===== src/rtl/clkdiv_pkg.sv =====
package clkdiv_pkg;
    localparam int NUM_CH   = 2;
    localparam int CODE_W   = 3;
    localparam int FIELD_W  = CODE_W + 1;
    localparam int REG_W    = NUM_CH * FIELD_W;
    localparam int MAX_CODE = 4;
    localparam int CNT_W    = MAX_CODE;

    typedef struct packed {
        logic              sleep;
        logic [CODE_W-1:0] code;
    } ch_field_t;

    function automatic logic code_ok(input logic [CODE_W-1:0] c);
        return c <= CODE_W'(MAX_CODE);
    endfunction

    function automatic logic [CNT_W-1:0] last_count(input logic [CODE_W-1:0] c);
        logic [CNT_W-1:0] one;
        one = CNT_W'(1);
        return (one << c) - one;
    endfunction
endpackage


===== src/rtl/ch_cfg_field.sv =====
module ch_cfg_field
    import clkdiv_pkg::*;
(
    input  logic      clk,
    input  logic      rst,
    input  logic      wr,
    input  logic      prot_en,
    input  logic      init_mode,
    input  logic      sleep_ok,
    input  ch_field_t wfield,
    output ch_field_t field
);
    always_ff @(posedge clk) begin
        if (rst) begin
            field <= '0;
        end else if (wr && prot_en) begin
            if (init_mode && code_ok(wfield.code))
                field.code <= wfield.code;
            field.sleep <= wfield.sleep & (sleep_ok | field.sleep);
        end
    end


    prot_hold_chk: assert property (@(posedge clk) disable iff (rst)
        !(wr && prot_en) |=> $stable(field));

    init_hold_chk: assert property (@(posedge clk) disable iff (rst)
        !init_mode |=> $stable(field.code));

    code_range_chk: assert property (@(posedge clk) disable iff (rst)
        field.code <= CODE_W'(MAX_CODE));

    sleep_permit_chk: assert property (@(posedge clk) disable iff (rst)
        $rose(field.sleep) |-> $past(sleep_ok));
endmodule


===== src/rtl/pow2_divider.sv =====
module pow2_divider
    import clkdiv_pkg::*;
(
    input  logic              clk,
    input  logic              rst,
    input  logic [CODE_W-1:0] code,
    output logic              tick_raw
);
    logic [CODE_W-1:0] code_q;
    logic [CNT_W-1:0]  cnt;
    logic              changed;
    logic              at_end;

    assign changed  = code != code_q;
    assign at_end   = cnt == last_count(code);
    assign tick_raw = at_end && !changed;

    always_ff @(posedge clk) begin
        if (rst) begin
            code_q <= '0;
            cnt    <= '0;
        end else begin
            code_q <= code;
            if (changed || at_end)
                cnt <= '0;
            else
                cnt <= cnt + CNT_W'(1);
        end
    end


    restart_chk: assert property (@(posedge clk) disable iff (rst)
        changed |=> cnt == '0);

    single_pulse_chk: assert property (@(posedge clk) disable iff (rst)
        (tick_raw && code != '0) |=> !tick_raw);
endmodule


===== src/rtl/dual_clk_prescaler.sv =====
module dual_clk_prescaler
    import clkdiv_pkg::*;
(
    input  logic             clk,
    input  logic             rst,
    input  logic             cfg_wr,
    input  logic [REG_W-1:0] cfg_wdata,
    input  logic             prot_en,
    input  logic [NUM_CH-1:0] ch_init,
    input  logic [NUM_CH-1:0] sleep_ok,
    output logic [REG_W-1:0] cfg_rd,
    output logic [NUM_CH-1:0] tick,
    output logic [NUM_CH-1:0] if_sleep
);
    for (genvar i = 0; i < NUM_CH; i++) begin : g_ch
        ch_field_t wf;
        ch_field_t cur;
        logic      raw;

        assign wf = ch_field_t'(cfg_wdata[i*FIELD_W +: FIELD_W]);

        ch_cfg_field u_cfg (
            .clk       (clk),
            .rst       (rst),
            .wr        (cfg_wr),
            .prot_en   (prot_en),
            .init_mode (ch_init[i]),
            .sleep_ok  (sleep_ok[i]),
            .wfield    (wf),
            .field     (cur)
        );

        pow2_divider u_div (
            .clk      (clk),
            .rst      (rst),
            .code     (cur.code),
            .tick_raw (raw)
        );

        assign cfg_rd[i*FIELD_W +: FIELD_W] = cur;
        assign if_sleep[i] = cur.sleep;
        assign tick[i]     = raw & ~cur.sleep;


        sleep_mask_chk: assert property (@(posedge clk) disable iff (rst)
            $past(if_sleep[i]) && if_sleep[i] |-> !tick[i]);
    end
endmodule


===== config.mk =====
export PLATFORM = sky130hd
export DESIGN_NAME = dual_clk_prescaler
export DESIGN_NICKNAME = d
export VERILOG_FILES = /design/src/rtl/clkdiv_pkg.sv /design/src/rtl/ch_cfg_field.sv /design/src/rtl/pow2_divider.sv /design/src/rtl/dual_clk_prescaler.sv
export SDC_FILE = /design/constraint.sdc
export NUM_CORES = 1
export LEC_CHECK = 0
export BUFFER_PORTS_ARGS = -buffer_cell sky130_fd_sc_hd__buf_2
export CAP_MARGIN = 5
export CORE_ASPECT_RATIO = 2
export CORE_MARGIN = 3
export CORE_UTILIZATION = 40
export CTS_BUF_LIST = sky130_fd_sc_hd__clkbuf_2
export DETAILED_ROUTE_END_ITERATION = 8
export GPL_ROUTABILITY_DRIVEN = 1
export HOLD_SLACK_MARGIN = 0.12
export SLEW_MARGIN = 20
export SYNTH_ARGS = -nofsm -noshare
export SYNTH_HDL_FRONTEND = slang
export SYNTH_SLANG_ARGS = --single-unit
export TNS_END_PERCENT = 100

===== constraint.sdc =====
create_clock -name clk -period 4.1 [get_ports clk]
set_input_delay 0.82 -clock clk [delete_from_list [all_inputs] [get_ports clk]]
set_output_delay 0.82 -clock clk [all_outputs]
set_load 0.05 [all_outputs]

# --- Word-level counts from Yosys, hierarchy flattened ---
# Index checks and enable logic that the tools add are counted.
totals:
  latch_bits: 0
  mem_count: 0
  rom_bits: 0
  out_inout_bits: 12
  word_cells: 41
  input_bits: 16
  reg_bits: 22
  mem_bits_rw: 0
op_classes:
  shifts: 2
  n_eq_ne: 4
  n_div: 0
  bitwise_logic: 8
  order_cmp: 2
  muxes: 0
  n_mul: 0
  addsub: 4
  n_reduce_logical: 13
ops:
  columns: ["operator", "n"]
  rows:
  - ["4-bit by 1-bit adder with 4-bit output, second input constant", 2]
  - ["4-bit equality test", 2]
  - ["1-bit by 3-bit left shift with 4-bit output, first input constant", 2]
  - ["4-bit by 1-bit subtractor with 4-bit output, second input constant", 2]
  - ["3-bit less-or-equal comparator, second input constant", 2]
  - ["3-bit inequality test", 2]
  - ["1-bit logical AND", 5]
  - ["1-bit bitwise AND", 4]
  - ["2-bit AND reduction", 2]
  - ["2-bit OR reduction", 2]
  - ["1-bit logical NOT", 2]
  - ["1-bit logical OR", 2]
  - ["1-bit inverter", 2]
  - ["1-bit bitwise OR", 2]

# --- Longest topological paths before layout ---
# Gate-level depths: netlist (run 1).
depth:
  depth_word: 5
  depth_mapped: 8
  ltp_nobuf: 7

# --- Hierarchy ---
# Synthesis (run 1) repeated with hierarchy kept, for this count alone.
unflattened:
  hier_cells: 108
  hier_area_um2: 1098.6
modules_own_cells:
  columns: ["mod", "seq_area_each_um2", "n_inst", "area_each_um2", "cells_each"]
  rows:
  - ["pow2_divider", 140.1, 2, 365.4, 33]
  - ["ch_cfg_field", 80.1, 2, 162.7, 19]
  - ["dual_clk_prescaler", 0.0, 1, 42.5, 4]

# --- Worst setup path before layout (run 1) ---
# Ideal clock, no wire load.
synth_path:
  path_kind: "reg-to-output"
  startpoint: "register g_ch[0].u_cfg.field[0] (netlist name)"
  endpoint: "output tick[0]"
  t_required_ps: 3280
  path_buffers: 0
  setup_slack_ps: 670
  stages_incl_launch_ff: 7
  arrival_ps: 2610
  cell_sequence: "dfxtp_1 > or3b_2 > ha_1 > xnor2_1 > nor4b_1 > o31a_1 > and4b_1"
synth_via:
  elab_chain_len: 5
  elab_cells_between_ends: 7
  classes_between: "add/sub (1); eq/ne (2); shift (1); bitwise (1); reduce/logical (2)"
synth_rtl:
  columns: ["element", "line_no", "source"]
  rows:
  - ["1-bit by 3-bit left shift with 4-bit output", "clkdiv_pkg.sv:21", "return (one << c) - one;"]
  - ["4-bit by 1-bit subtractor with 4-bit output", "clkdiv_pkg.sv:21", null]
  - ["4-bit equality test", "pow2_divider.sv:15", "assign at_end = cnt == last_count(code);"]
  - ["1-bit logical AND (*)", "pow2_divider.sv:16", "assign tick_raw = at_end && !changed;"]
  - ["1-bit bitwise AND (*)", "dual_clk_prescaler.sv:42", "assign tick[i] = raw & ~cur.sleep;"]
  - ["to (decl)", "dual_clk_prescaler.sv:12", "output logic [NUM_CH-1:0] tick,"]
# Every way passes the cells marked *; elsewhere a longest branch is shown, timed or not.

# --- Worst setup path in the final report (run 1) ---
layout_path:
  startpoint: "register g_ch[0].u_cfg.field[0] (netlist name)"
  endpoint: "output tick[0]"
layout_via:
  elab_chain_len: 5
  elab_cells_between_ends: 7
  classes_between: "add/sub (1); eq/ne (2); shift (1); bitwise (1); reduce/logical (2)"
layout_rtl:
  columns: ["element", "line_no"]
  rows:
  - ["1-bit by 3-bit left shift with 4-bit output", "clkdiv_pkg.sv:21"]
  - ["4-bit by 1-bit subtractor with 4-bit output", "clkdiv_pkg.sv:21"]
  - ["4-bit equality test", "pow2_divider.sv:15"]
  - ["1-bit logical AND (*)", "pow2_divider.sv:16"]
  - ["1-bit bitwise AND (*)", "dual_clk_prescaler.sv:42"]
# Marked as above.

==> impl_metrics.json, run 1 <==
{
  "post_drt_wl_per_cell_um": 13.5,
  "mappedNetlistArea_mm2": 0.00111,
  "outcome": "completed",
  "time_the_worst_path_needs_with_i_o_delays_and_setup_ps": 3610,
  "startpoint_type_of_the_worst_setup_path": "flip-flop",
  "synth-seq-area-share_pct": 39.7,
  "postLayoutSetupSlackWorst_ps": 489,
  "portBuffers": 27,
  "rr_startpoint": "g_ch[0].u_cfg.field[0]",
  "die_area_mm2": 0.00348,
  "tritoncts": "built",
  "synth_top_cells_by_count": "22 x dfxtp_1, 12 x nor2_1, 10 x xnor2_1",
  "placeableCoreArea_mm2": 0.00260,
  "place.detailed.hpwl_um": 1820,
  "routabilityCongestion": 0.802,
  "dieWidth_um": 43.2,
  "crit_required_ps": 3280,
  "hold_buffers": 0,
  "antenna_violating_nets_post_route": 0,
  "ys_top_cells_by_area": "dfxtp_1 40%, xnor2_1 7.9%, xor2_1 5.5%, mux2i_1 5.4%, ha_1 4.5%",
  "finalClockSkew_ps": 11.6,
  "regToRegEndpoint": "g_ch[0].u_div.cnt[1]",
  "synth_area_per_cell_um2": 9.72,
  "yosys.cell_count.top_type": "dfxtp_1",
  "die_h_um": 80.5,
  "remaining_drc_errors": 0,
  "grt_start_max_net_pins": 20,
  "leak_pwr_nw": 0.595,
  "clock-sinks": 22,
  "worstPathMaxFanout": 9,
  "detailed_place.area_mm2": 0.00124,
  "cts_setup_buffers": 0,
  "route.final.wire_length_um": 2240,
  "cts_resized": 0,
  "post-route-period-util_pct": 88.1,
  "cts.reportedPaths.clkPinSlew_ps": 210,
  "diodes": 0,
  "cts-root-to-sink-buffers": 2,
  "timing_worst_slew_pin_value_ps": 361,
  "design_area_mm2": 0.00128,
  "first_global_vias": 890,
  "initial_cell_density_of_the_core_pct": 42.6,
  "slowest_stage": "dfxtp_1",
  "ys_warn_count": 0,
  "maxClockFrequency_ghz": 0.277,
  "finalHoldViolations": 0,
  "timing_max_transition_violations_final": 0,
  "overall_power_consumption_uw": 513,
  "area_growth_pct": 15.7,
  "beginning_of_the_worst_hold_path": "g_ch[1].u_div.cnt[0]",
  "yosysTopAreaCell": "dfxtp_1",
  "first_iter_violations": 7,
  "gr-total-overflow": 0,
  "timing.max_cap.violations": 0,
  "min-delay-path-class": "flip-flop to flip-flop",
  "ys_dominant_reg_cell": "dfxtp_1",
  "synth_edf_count": 0,
  "setup_total_negative_slack_ps": 0,
  "netlist_instances": 114,
  "hold-path-cell-count": 1,
  "drt-vias-per-instance": 5.19,
  "critical_path_end_type": "output pin",
  "final_nets": 159,
  "ys_ff_latch": 22,
  "rsz0062_at_grt": "no",
  "setup.worst_path.start": "g_ch[0].u_cfg.field[0]",
  "rows": 26,
  "io_pins": 28,
  "power.density_cell_area_mw_per_mm2": 400,
  "routed-via-count": 862,
  "tritoncts.num_buffers": 3,
  "setup_violation_total_in_the_final_timing_report": 0,
  "pre_repair_dr_iteration_count": 4,
  "worst-endpoint-arrival_ps": 2790,
  "critPathKind": "flip-flop to output pin",
  "cell_breakdown_of_the_critical_path": "or3b_2 > ha_1 > xnor2_1 > nor4b_1 > o31a_1 > and4b_1 > buf_2",
  "grt_usage_pct": 14.6,
  "final_layout_size_suffix_gt1_share_pct": 26.8,
  "critical-path-max-stage-delay_ps": 490,
  "htree_levels": 1,
  "ys_async_sr_fraction_pct": 0,
  "library_cell_used_as_clock_root_buffer": "clkbuf_2",
  "clk-insertion-delay-late_ps": 330,
  "grt_pass1_wl_um": 3880,
  "peak_supply_drop_mv": 0.197,
  "synth.lib_cells_used.distinct": 34,
  "grt_antenna_before_repair": 0,
  "worst_hold_path_endpoint": "g_ch[1].u_div.cnt[0]",
  "pre_cts_ws_ps": 877,
  "synth.top_cell.area_share_pct": 39.7,
  "synth.net_count": 134,
  "timing.slew.headroom_pct": 75.8,
  "final.hold.worst_slack_ps": 544,
  "minimum_setup_slack_among_reg_to_reg_paths_ps": 1910,
  "worst_reg2reg_path_depth": 6
}
[final cells by class]
class	count	area, um^2
Tap cell	28	35.0
Clock inverter	1	30.0
Multi-Input combinational cell	85	627
Fill cell	254	1320
Clock buffer	3	15.0
Sequential cell	22	440
Timing Repair Buffer	27	135
[flip-flops by register name, indices dropped and copies added (netlist names)]
signal and flops:
g_ch.u_cfg.field 8, g_ch.u_div.code_q 6, g_ch.u_div.cnt 8
[critical path, delay by kind of cell, from the launching register on]
| kind | cells | cell delay, ps |
|---|---|---|
| flip-flops | 1 | 490 |
| XOR/XNOR | 1 | 320 |
| buffers and inverters | 1 | 260 |
| AO/OA/AOI/OAI | 1 | 220 |
| AND/OR/NAND/NOR | 3 | 960 |
| adder cells (fa/ha/maj) | 1 | 210 |
[per-layer routing]
layer,global-route usage (%),wire [um],up-vias
met3,1.35,61,2
met2,30.6,1420,12
met1,12.7,733,400
met5,0,0,-
met4,6.34,21,0
li1,-,-,448
[power by group]
part	total [mW]	leakage (nW)	switching (mW)	internal [mW]
Clock	0.150	0.0266	0.0660	0.0841
Combinational	0.127	0.391	0.0788	0.0481
Sequential	0.236	0.178	0.0130	0.223
[placed cells by master (no fill, tap or decap)]
master	instances
or3_4	1
nand2_1	4
xor2_1	7
nor3b_1	2
o21ai_0	3
and3_1	1
nor3b_2	1
nand3_1	3
buf_2	27
nor4b_1	2
and4b_1	1
nor2b_1	5
a211oi_1	1
nor3_1	5
nor2b_2	1
o31a_1	1
nor2_1	12
nand3b_1	1
xnor2_2	1
a31oi_1	2
ha_1	4
dfxtp_1	22
mux2i_1	6
clkbuf_2	3
nor4_1	3
xnor2_1	10
a311oi_1	1
or3b_2	1
nand4_1	2
or3_1	1
or2_1	1
nor4_4	1
o21ai_1	1
bufinv_16	1
[kinds of logic (layout without fill, tap and decap cells)]
| group | Yosys count | after routing | synth area share (%) |
|---|---|---|---|
| AND/OR/NAND/NOR | 48 | 48 | 26.5 |
| flip-flops | 22 | 22 | 39.7 |
| AO/OA/AOI/OAI | 9 | 9 | 5.19 |
| XOR/XNOR | 18 | 18 | 14.9 |
| buffers and inverters | 7 | 31 | 3.72 |
| adder cells (fa/ha/maj) | 4 | 4 | 4.51 |
| multiplexers | 6 | 6 | 5.42 |
[how the worst max path moves through the flow]
| stage | to | cells after the start |
|---|---|---|
| global route | tick[0] | 7 |
| detailed placement | tick[0] | 7 |
| floorplan | tick[0] | 6 |
| global placement | tick[0] | 7 |
| finish | tick[0] | 7 |
| CTS | tick[0] | 7 |
[per-stage QoR]
stage                     util (%)  cells
after detailed placement      47.5    162
after floorplan                  -    114
after global routing          49.3    166
after global placement        47.5    162
after CTS                     49.3    166
final                         49.3    166
No activity file was read; power rests on OpenSTA's default activity.
==> run 2, diff against run 1 <==
- CTS_BUF_LIST: sky130_fd_sc_hd__clkbuf_2 -> not set
==> run 2 against run 1 <==
Effect of this change: clock-buffer cell count unchanged; sequential power about the same; clock power increased by 32%; routed wire length increased by 0.18%; power increased by 9.2%.
==> impl_metrics.json, run 2 (synthesis results as in run 1) <==
{
  "cts_resized": 0,
  "worst_reg2reg_path_depth": 6,
  "critPathKind": "flip-flop to output pin",
  "grt_start_max_net_pins": 20,
  "outcome": "completed",
  "route.final.wire_length_um": 2240,
  "die_h_um": 80.5,
  "final_nets": 159,
  "layout.area.seq_um2": 440,
  "hold-path-cell-count": 1,
  "power.density_cell_area_mw_per_mm2": 428,
  "min-delay-path-class": "flip-flop to flip-flop",
  "layout.cells.most_common": "buf_2",
  "placeableCoreArea_mm2": 0.00260,
  "leak_pwr_nw": 0.605,
  "cts_setup_buffers": 0,
  "maxClockFrequency_ghz": 0.286,
  "biggestRegsByFlops": "g_ch.u_cfg.field: 8 flops, g_ch.u_div.cnt: 8 flops, g_ch.u_div.code_q: 6 flops",
  "final_cells": 166,
  "postLayoutSetupSlackWorst_ps": 603,
  "critical-path-max-stage-delay_ps": 480,
  "timing.slew.headroom_pct": 76.0,
  "gr-total-overflow": 0,
  "crit_required_ps": 3280,
  "cell_breakdown_of_the_critical_path": "or3b_2 > ha_1 > xnor2_1 > nor4b_1 > o31a_1 > and4b_1 > buf_2",
  "peak_supply_drop_mv": 0.233,
  "overall_power_consumption_uw": 561,
  "post-route-period-util_pct": 85.3,
  "post-route-util_pct": 50.3,
  "rsz0062_at_grt": "no",
  "drt-vias-per-instance": 5.18,
  "first_global_vias": 893,
  "timing_worst_slew_pin_value_ps": 357,
  "post-place-cells": 162,
  "post_drt_wl_per_cell_um": 13.5,
  "tritoncts": "built",
  "setup_violation_total_in_the_final_timing_report": 0,
  "timing_max_transition_violations_final": 0,
  "place.detailed.hpwl_um": 1820,
  "die_area_mm2": 0.00348,
  "grt_usage_pct": 14.7,
  "clock-sinks": 22,
  "portBuffers": 27,
  "grt_pass1_wl_um": 3890,
  "pre_repair_dr_iteration_count": 2,
  "rows": 26,
  "first_iter_violations": 8,
  "final_cell_mix": "27 x buf_2, 22 x dfxtp_1, 12 x nor2_1",
  "area_growth_pct": 18.1,
  "antenna_violating_nets_post_route": 0,
  "hold_buffers": 0,
  "time_the_worst_path_needs_with_i_o_delays_and_setup_ps": 3500,
  "remaining_drc_errors": 0,
  "tritoncts.num_buffers": 3,
  "timing.max_cap.violations": 0,
  "diodes": 0,
  "cts-root-to-sink-buffers": 2,
  "routabilityCongestion": 0.802,
  "fillerInstances": 249,
  "worstPathMaxFanout": 9,
  "dieWidth_um": 43.2,
  "routed-via-count": 860,
  "htree_levels": 1,
  "critical_path_end_type": "output pin",
  "multi_input_comb_area_um2": 627,
  "grt_antenna_before_repair": 0,
  "library_cell_used_as_clock_root_buffer": "clkbuf_8",
  "worst-endpoint-arrival_ps": 2680,
  "slowest_stage": "or3b_2",
  "initial_cell_density_of_the_core_pct": 42.6,
  "final_layout_size_suffix_gt1_share_pct": 26.8,
  "startpoint_type_of_the_worst_setup_path": "flip-flop",
  "finalClockSkew_ps": 3.64,
  "cts.reportedPaths.clkPinSlew_ps": 80,
  "clk-insertion-delay-late_ps": 260,
  "io_pins": 28,
  "pre_cts_ws_ps": 877,
  "finalHoldViolations": 0,
  "setup_total_negative_slack_ps": 0
}
run 2: cell counts in the layout (fill, tap and decap cells not counted):
No cell type changed its count.
run 2: stage by stage:
stage                     hold slack (ps)  area [um^2]
final                                 531         1310
after CTS                             534         1310
after global placement                513         1240
after detailed placement              522         1240
after floorplan                       477         1110
after global routing                  552         1310
run 2: area by class of cell:
| type | count | share of cell area (%) |
|---|---|---|
| tap | 28 | 2.68 |
| multi-input combinational | 85 | 47.9 |
| timing repair buffer | 27 | 10.3 |
| clock inverter | 1 | 2.29 |
| sequential | 22 | 33.7 |
| clock buffer | 3 | 3.15 |
run 2: final timing paths:
check,startpoint,slack (ps),to
max,g_ch[0].u_cfg.field[0],600,tick[0]
min,g_ch[1].u_div.cnt[0],530,g_ch[1].u_div.cnt[0]
max reg2reg,g_ch[0].u_cfg.field[0],1940,g_ch[0].u_div.cnt[1]
min reg2reg,g_ch[1].u_div.cnt[0],530,g_ch[1].u_div.cnt[0]
run 2: layer usage:
layer	vias up	wire, um	track usage, %
met5	-	0	0
met4	0	21	6.34
met3	2	57	2.02
met2	10	1420	30.6
met1	403	737	12.7
li1	445	-	-
run 2: critical path, delay by kind of cell (launching register included):
family                   cells  cell delay, ps
AND/OR/NAND/NOR              3             960
XOR/XNOR                     1             310
AO/OA/AOI/OAI                1             220
flip-flops                   1             450
buffers and inverters        1             260
adder cells (fa/ha/maj)      1             210
run 2: power by group:
part           switching, mW  internal (mW)  leakage [nW]
clock network         0.0680          0.130        0.0357
logic                 0.0787         0.0481         0.391
registers             0.0130          0.223         0.178
total                  0.160          0.401         0.605
